**src/rtl/alarm_pkg.sv**
```systemverilog
package alarm_pkg;
  localparam int ALM_DATA_W   = 8;
  localparam int ALM_ADDR_W   = 3;
  localparam int ALM_FIELDS   = 4;
  localparam int ALM_CTRL_ADR = 0;
  localparam int ALM_FLD_BASE = 1;
  localparam int ALM_FLAG_BIT = 3;
  localparam int ALM_IE_BIT   = 1;

  // compared bits per field: minute, hour, date, weekday
  function automatic logic [ALM_DATA_W-1:0] field_mask(input int idx);
    case (idx)
      0:       return 8'h7F;
      1:       return 8'h3F;
      2:       return 8'h3F;
      default: return 8'h07;
    endcase
  endfunction
endpackage

```
**src/rtl/alarm_field_cmp.sv**
```systemverilog
module alarm_field_cmp #(
  parameter int DATA_W = 8,
  parameter logic [DATA_W-1:0] VAL_MASK = '1
) (
  input  logic [DATA_W-1:0] alarm_val,
  input  logic [DATA_W-1:0] cur_val,
  output logic              active,
  output logic              hit
);
  logic same;
  always_comb begin
    active = ~alarm_val[DATA_W-1];
    same   = (((alarm_val ^ cur_val) & VAL_MASK) == '0);
    hit    = active ? same : 1'b1;
  end
endmodule

```
**src/rtl/alarm_regfile.sv**
```systemverilog
module alarm_regfile #(
  parameter int DATA_W     = 8,
  parameter int ADDR_W     = 3,
  parameter int NUM_FIELDS = 4,
  parameter int FIELD_BASE = 1
) (
  input  logic                               clk,
  input  logic                               rst,
  input  logic                               wr_en,
  input  logic [ADDR_W-1:0]                  wr_addr,
  input  logic [DATA_W-1:0]                  wr_data,
  output logic [NUM_FIELDS-1:0][DATA_W-1:0]  regs
);
  localparam logic [DATA_W-1:0] RESET_VAL = DATA_W'(1) << (DATA_W-1);

  always_ff @(posedge clk) begin
    if (rst) begin
      for (int i = 0; i < NUM_FIELDS; i++) regs[i] <= RESET_VAL;
    end else begin
      for (int i = 0; i < NUM_FIELDS; i++)
        if (wr_en && wr_addr == ADDR_W'(FIELD_BASE + i)) regs[i] <= wr_data;
    end
  end

  // alarm registers change only through writes
  p_hold_r1: assert property (@(posedge clk) disable iff (rst)
    !wr_en |=> $stable(regs));
endmodule

```
**src/rtl/alarm_flag_ctrl.sv**
```systemverilog
module alarm_flag_ctrl #(
  parameter int DATA_W   = 8,
  parameter int FLAG_BIT = 3,
  parameter int IE_BIT   = 1
) (
  input  logic              clk,
  input  logic              rst,
  input  logic              tick,
  input  logic              match_now,
  input  logic              any_active,
  input  logic              ctrl_wr,
  input  logic [DATA_W-1:0] ctrl_wdata,
  output logic              flag_q,
  output logic              ie_q,
  output logic              irq_q
);
  logic match_prev_q;
  logic set_evt, clr_evt, flag_d, ie_d;

  always_comb begin
    set_evt = tick && match_now && !match_prev_q;
    clr_evt = ctrl_wr && !ctrl_wdata[FLAG_BIT];
    flag_d  = set_evt ? 1'b1 : (clr_evt ? 1'b0 : flag_q);
    ie_d    = ctrl_wr ? ctrl_wdata[IE_BIT] : ie_q;
  end

  always_ff @(posedge clk) begin
    if (rst) begin
      match_prev_q <= 1'b0;
      flag_q       <= 1'b0;
      ie_q         <= 1'b0;
      irq_q        <= 1'b0;
    end else begin
      if (tick) match_prev_q <= match_now;
      flag_q <= flag_d;
      ie_q   <= ie_d;
      irq_q  <= flag_d & ie_d;
    end
  end

  p_set_on_tick_r3: assert property (@(posedge clk) disable iff (rst)
    $rose(flag_q) |-> $past(tick));
  p_sticky_r4: assert property (@(posedge clk) disable iff (rst)
    (flag_q && !(ctrl_wr && !ctrl_wdata[FLAG_BIT])) |=> flag_q);
  p_no_reset_hold_r5: assert property (@(posedge clk) disable iff (rst)
    (tick && match_prev_q && !flag_q) |=> !flag_q);
  p_idle_r6: assert property (@(posedge clk) disable iff (rst)
    (!any_active && !flag_q) |=> !flag_q);
  p_irq_gate_r8: assert property (@(posedge clk) disable iff (rst)
    irq_q |-> (flag_q && ie_q));
  p_no_tick_r9: assert property (@(posedge clk) disable iff (rst)
    !tick |=> $stable(match_prev_q));
endmodule

```
**src/rtl/alarm_match_unit.sv**
```systemverilog
module alarm_match_unit
  import alarm_pkg::*;
#(
  parameter int DATA_W     = ALM_DATA_W,
  parameter int ADDR_W     = ALM_ADDR_W,
  parameter int NUM_FIELDS = ALM_FIELDS
) (
  input  logic              clk,
  input  logic              rst,
  input  logic              tick,
  input  logic [DATA_W-1:0] cur_min,
  input  logic [DATA_W-1:0] cur_hour,
  input  logic [DATA_W-1:0] cur_date,
  input  logic [DATA_W-1:0] cur_wday,
  input  logic              wr_en,
  input  logic [ADDR_W-1:0] wr_addr,
  input  logic [DATA_W-1:0] wr_data,
  input  logic [ADDR_W-1:0] rd_addr,
  output logic [DATA_W-1:0] rd_data,
  output logic              irq_drive_low
);
  localparam logic [ADDR_W-1:0] CTRL_ADR = ADDR_W'(ALM_CTRL_ADR);

  logic [NUM_FIELDS-1:0][DATA_W-1:0] alarm_regs;
  logic [NUM_FIELDS-1:0][DATA_W-1:0] cur_vec;
  logic [NUM_FIELDS-1:0] f_active, f_hit;
  logic any_active, match_now, ctrl_wr, flag_q, ie_q, irq_q;
  logic [DATA_W-1:0] rd_next;

  assign cur_vec = {cur_wday, cur_date, cur_hour, cur_min};

  alarm_regfile #(
    .DATA_W(DATA_W), .ADDR_W(ADDR_W), .NUM_FIELDS(NUM_FIELDS),
    .FIELD_BASE(ALM_FLD_BASE)
  ) u_regs (
    .clk(clk), .rst(rst), .wr_en(wr_en), .wr_addr(wr_addr),
    .wr_data(wr_data), .regs(alarm_regs)
  );

  for (genvar g = 0; g < NUM_FIELDS; g++) begin : g_field
    alarm_field_cmp #(
      .DATA_W(DATA_W), .VAL_MASK(DATA_W'(field_mask(g)))
    ) u_cmp (
      .alarm_val(alarm_regs[g]), .cur_val(cur_vec[g]),
      .active(f_active[g]), .hit(f_hit[g])
    );
  end

  assign any_active = |f_active;
  assign match_now  = any_active && (&f_hit);
  assign ctrl_wr    = wr_en && (wr_addr == CTRL_ADR);

  alarm_flag_ctrl #(
    .DATA_W(DATA_W), .FLAG_BIT(ALM_FLAG_BIT), .IE_BIT(ALM_IE_BIT)
  ) u_flag (
    .clk(clk), .rst(rst), .tick(tick), .match_now(match_now),
    .any_active(any_active), .ctrl_wr(ctrl_wr), .ctrl_wdata(wr_data),
    .flag_q(flag_q), .ie_q(ie_q), .irq_q(irq_q)
  );

  always_comb begin
    rd_next = '0;
    if (rd_addr == CTRL_ADR) begin
      rd_next[ALM_FLAG_BIT] = flag_q;
      rd_next[ALM_IE_BIT]   = ie_q;
    end else begin
      for (int i = 0; i < NUM_FIELDS; i++)
        if (rd_addr == ADDR_W'(ALM_FLD_BASE + i)) rd_next = alarm_regs[i];
    end
  end

  always_ff @(posedge clk) begin
    if (rst) rd_data <= '0;
    else     rd_data <= rd_next;
  end

  assign irq_drive_low = irq_q;

  // with no enabled field the unit reports no match
  p_no_match_idle_r6: assert property (@(posedge clk) disable iff (rst)
    !any_active |-> !match_now);
endmodule

```
**config.mk**
```make
export PLATFORM = sky130hd
export DESIGN_NAME = alarm_match_unit
export DESIGN_NICKNAME = d
export VERILOG_FILES = /design/src/rtl/alarm_pkg.sv /design/src/rtl/alarm_field_cmp.sv /design/src/rtl/alarm_regfile.sv /design/src/rtl/alarm_flag_ctrl.sv /design/src/rtl/alarm_match_unit.sv
export SDC_FILE = /design/constraint.sdc
export NUM_CORES = 1
export LEC_CHECK = 0
export BUFFER_PORTS_ARGS = -buffer_cell sky130_fd_sc_hd__buf_2
export CORE_ASPECT_RATIO = 2
export CORE_MARGIN = 2
export CORE_UTILIZATION = 57
export DETAILED_ROUTE_END_ITERATION = 12
export GPL_TIMING_DRIVEN = 0
export PLACE_DENSITY = 0.87
export REMOVE_ABC_BUFFERS = 1
export SKIP_LAST_GASP = 1
export SLEW_MARGIN = 15
export SYNTH_ARGS = -nofsm -noshare
export SYNTH_HDL_FRONTEND = slang
export SYNTH_HIERARCHICAL = 1
export SYNTH_SLANG_ARGS = --single-unit
```
**constraint.sdc**
```tcl
create_clock -name clk -period 2.1 [get_ports clk]
set_input_delay 0.42 -clock clk [delete_from_list [all_inputs] [get_ports clk]]
set_output_delay 0.42 -clock clk [all_outputs]
set_load 0.1 [all_outputs]
```
==> results.toml <==
[drt]
dr.first_iter.drc_count = 27
drt-total-wl_mm = 4.94
ant_nets = 0
vias_per_cell = 5.38
routedWlPerCell_um = 15.1
dr_total_vias = 1760
drc = 0
drtPass1Iterations = 6

[worst_setup_path]
crit_fanout = 3
reg2reg_depth = 8
critPathLaunch = "u_regs/regs[4]"
path_depth = 8
worstPathArrival_ns = 2.01
slowest_delay_ns = 0.39
cp.required_ns = 2.33
critPathBufInv = 0
cpMostUsedCell = "nand4_1"
worstSetupEndpointType = "flip-flop"
cp_cell_sequence = "xnor2_1 > nand4_1 > o41ai_2 > nand4_1 > nor2b_1 > nand2_1 > a2bb2oi_2 > nor3_2"
crit_type = "reg -> reg"
startpoint_type = "flip-flop"
critPathSlowestCell = "dfxtp_1"
rr_startpoint = "u_regs/regs[4]"
path_delay_family = "simple AND/OR/NAND/NOR gates"

[synthesis]
ys_seq_elements = 44
synthCells = 232
synth_top_area_cell = "dfxtp_1"
netlist.area_leader.share_pct = 38.4
ys_top_cells_by_area = "dfxtp_1 (38%), mux2i_1 (17%), nand2b_1 (14%)"
yosysWarnings = 6
syn_avg_cell_area_um2 = 9.90
synth_edf_count = 0
yosysSeqAreaShare_pct = 38.4
async_reset_ff_share_pct = 0
synth_ff_type = "dfxtp_1"
synthesis.area_mm2 = 0.00230
synth.distinct_cells = 33

[die]
fp.dieH_um = 93.8
die_area_mm2 = 0.00458
die_w_um = 48.9
num_io_pins = 59
start_util_pct = 59.7
fp-row-count = 32
core_mm2 = 0.00384

[clocking]
cts.repair.resized = 0
cts_tree = "built"
cts-buffers-inserted = 5
clock_sinks = 44
cts_hold_buf = 0
cts.htree.levels = 2
insertion_delay_ns = 0.29
post_cts_buffers = 0
clk_pin_slew_worst_paths_ns = 0.08
cts_root_buf = "clkbuf_8"
cts_buffer_depth = 2

[sta]
finalSetupViolations = 0
slew_headroom_pct = 50.8
setup_tns_ns = 0
final.setup_skew_ns = 0.00458
finalHoldViolations = 0
fin_crit_ns = 1.78
fmaxAchievable_ghz = 0.561
worst_pin_slew_ns = 0.735
rsz0062_at_grt = "no"
finalMaxSlewViolations = 0
fin_crit_sh_pct = 84.9

[placement]
portBuffers = 48
detailed_place_hpwl_mm = 3.60
gp_congestion = 0.923

[global_route]
grtUsageMet2_pct = 42.8
grt_util_met3_pct = 3.34
grt-busiest-layer = "met2"
grt_overflow_total = 0
grt_max_degree = 48
antenna_found_initial = 0
grt_first_pass_wirelength_mm = 7.94
first_global_vias = 1759
gr-usage-met1_pct = 23.4
grtUsageTotal_pct = 23.3

[min_path]
hold_path.startpoint = "tick"
hold_depth = 3
hold_path.class = "in -> reg"

[pwr]
p_leak_nw = 1.22
total_power_w = 0.00164
vdd_ir_drop_max_uv = 677
power_density_mw_per_mm2 = 628

[layout]
multi_input_area_mm2 = 0.00131
drive_gt1_share_pct = 23.2
antennaDiodeCount = 0
nNetsFinal = 325
fillCellCount = 352
syn2layout_area_growth_pct = 13.5
seq_area_um2 = 881

[status]
status = "finished, final reports clean"

[run]
cap_violations = 0
[worst reg2reg max path: cells and delay by family, from the launching register on]
| family | cells | cell delay [ns] |
|---|---|---|
| simple gates | 5 | 0.78 |
| flops | 1 | 0.39 |
| compound gates | 2 | 0.40 |
| xor+xnor | 1 | 0.14 |
[cells in the final DEF (no fill, tap or decap), types with 2 or more instances in the layout]
| cell | Yosys | layout |
|---|---|---|
| nand2b_1 | 50 | 50 |
| buf_2 | 3 | 48 |
| dfxtp_1 | 44 | 44 |
| mux2i_1 | 39 | 39 |
| nor2_1 | 15 | 15 |
| xnor2_1 | 12 | 12 |
| xor2_1 | 10 | 10 |
| a21oi_1 | 7 | 7 |
| o21a_1 | 6 | 6 |
| inv_1 | 6 | 6 |
| clkbuf_8 | 0 | 6 |
| nand4_1 | 4 | 4 |
| nor2b_1 | 3 | 3 |
| nand4bb_1 | 3 | 3 |
| o21ai_0 | 2 | 2 |
| a211o_1 | 2 | 2 |
| mux2_2 | 2 | 2 |
| a32o_1 | 2 | 2 |
| clkinv_2 | 0 | 2 |
| o31ai_2 | 2 | 2 |
[sequential cells by signal, summed over array words and instances (netlist names)]
name and cells:
u_flag/flag_q 1, rd_data 8, u_flag/irq_q 1, u_flag/match_prev_q 1, u_flag/ie_q 1, u_regs/regs 32
[layer usage]
layer  part of all wire [%]  wire length, µm
met5                      0                0
met4                    4.2              210
met3                    3.3              161
met2                     54             2650
met1                     39             1920
[cell usage after synthesis (4+ instances only)]
| cell type | n |
|---|---|
| nand4_1 | 4 |
| nor2_1 | 15 |
| inv_1 | 6 |
| nand2b_1 | 50 |
| xnor2_1 | 12 |
| dfxtp_1 | 44 |
| xor2_1 | 10 |
| mux2i_1 | 39 |
| o21a_1 | 6 |
| a21oi_1 | 7 |
[layout make-up]
| cell class | instances | share of cell area [%] |
|---|---|---|
| Multi-Input combinational cell | 170 | 50.1 |
| Timing Repair Buffer | 48 | 9.22 |
| Clock inverter | 2 | 0.384 |
| Inverter | 6 | 0.864 |
| Tap cell | 51 | 2.45 |
| Clock buffer | 6 | 3.17 |
| Sequential cell | 44 | 33.8 |
[cells by family after synthesis]
family / share of synthesized area [%]
multiplexers: 18.0
flip-flops: 38.4
buffers and inverters: 4.74
AO/OA/AOI/OAI: 8.34
AND/OR/NAND/NOR: 22.2
XOR/XNOR: 8.39
[final timing paths]
| path | to | slack, ns |
|---|---|---|
| min reg2reg | u_regs/regs[28] | 0.48 |
| max reg2reg | u_flag/irq_q | 0.32 |
| min | u_flag/match_prev_q | 0.41 |
| max | u_flag/irq_q | 0.32 |
[power breakdown]
group,switching (W),internal [W]
Combinational,0.000130,0.0000973
Sequential,0.0000134,0.000853
Clock,0.000281,0.000263
Total,0.000424,0.00121
[per-stage QoR]
| step | worst slack [ns] | cell area (µm²) | hold slack [ns] | utilization (%) | cells |
|---|---|---|---|---|---|
| 2_1_floorplan | 0.593 | 2210 | 0.451 | - | 220 |
| 3_3_place_gp | 0.219 | 2510 | 0.463 | 65.4 | 319 |
| 3_5_place_dp | 0.197 | 2510 | 0.475 | 65.4 | 319 |
| 4_1_cts | 0.366 | 2610 | 0.397 | 67.8 | 327 |
| 5_1_grt | 0.253 | 2610 | 0.428 | 67.8 | 327 |
| 6_report | 0.317 | 2610 | 0.405 | 67.8 | 327 |
Power figures use the tool's default switching activity.
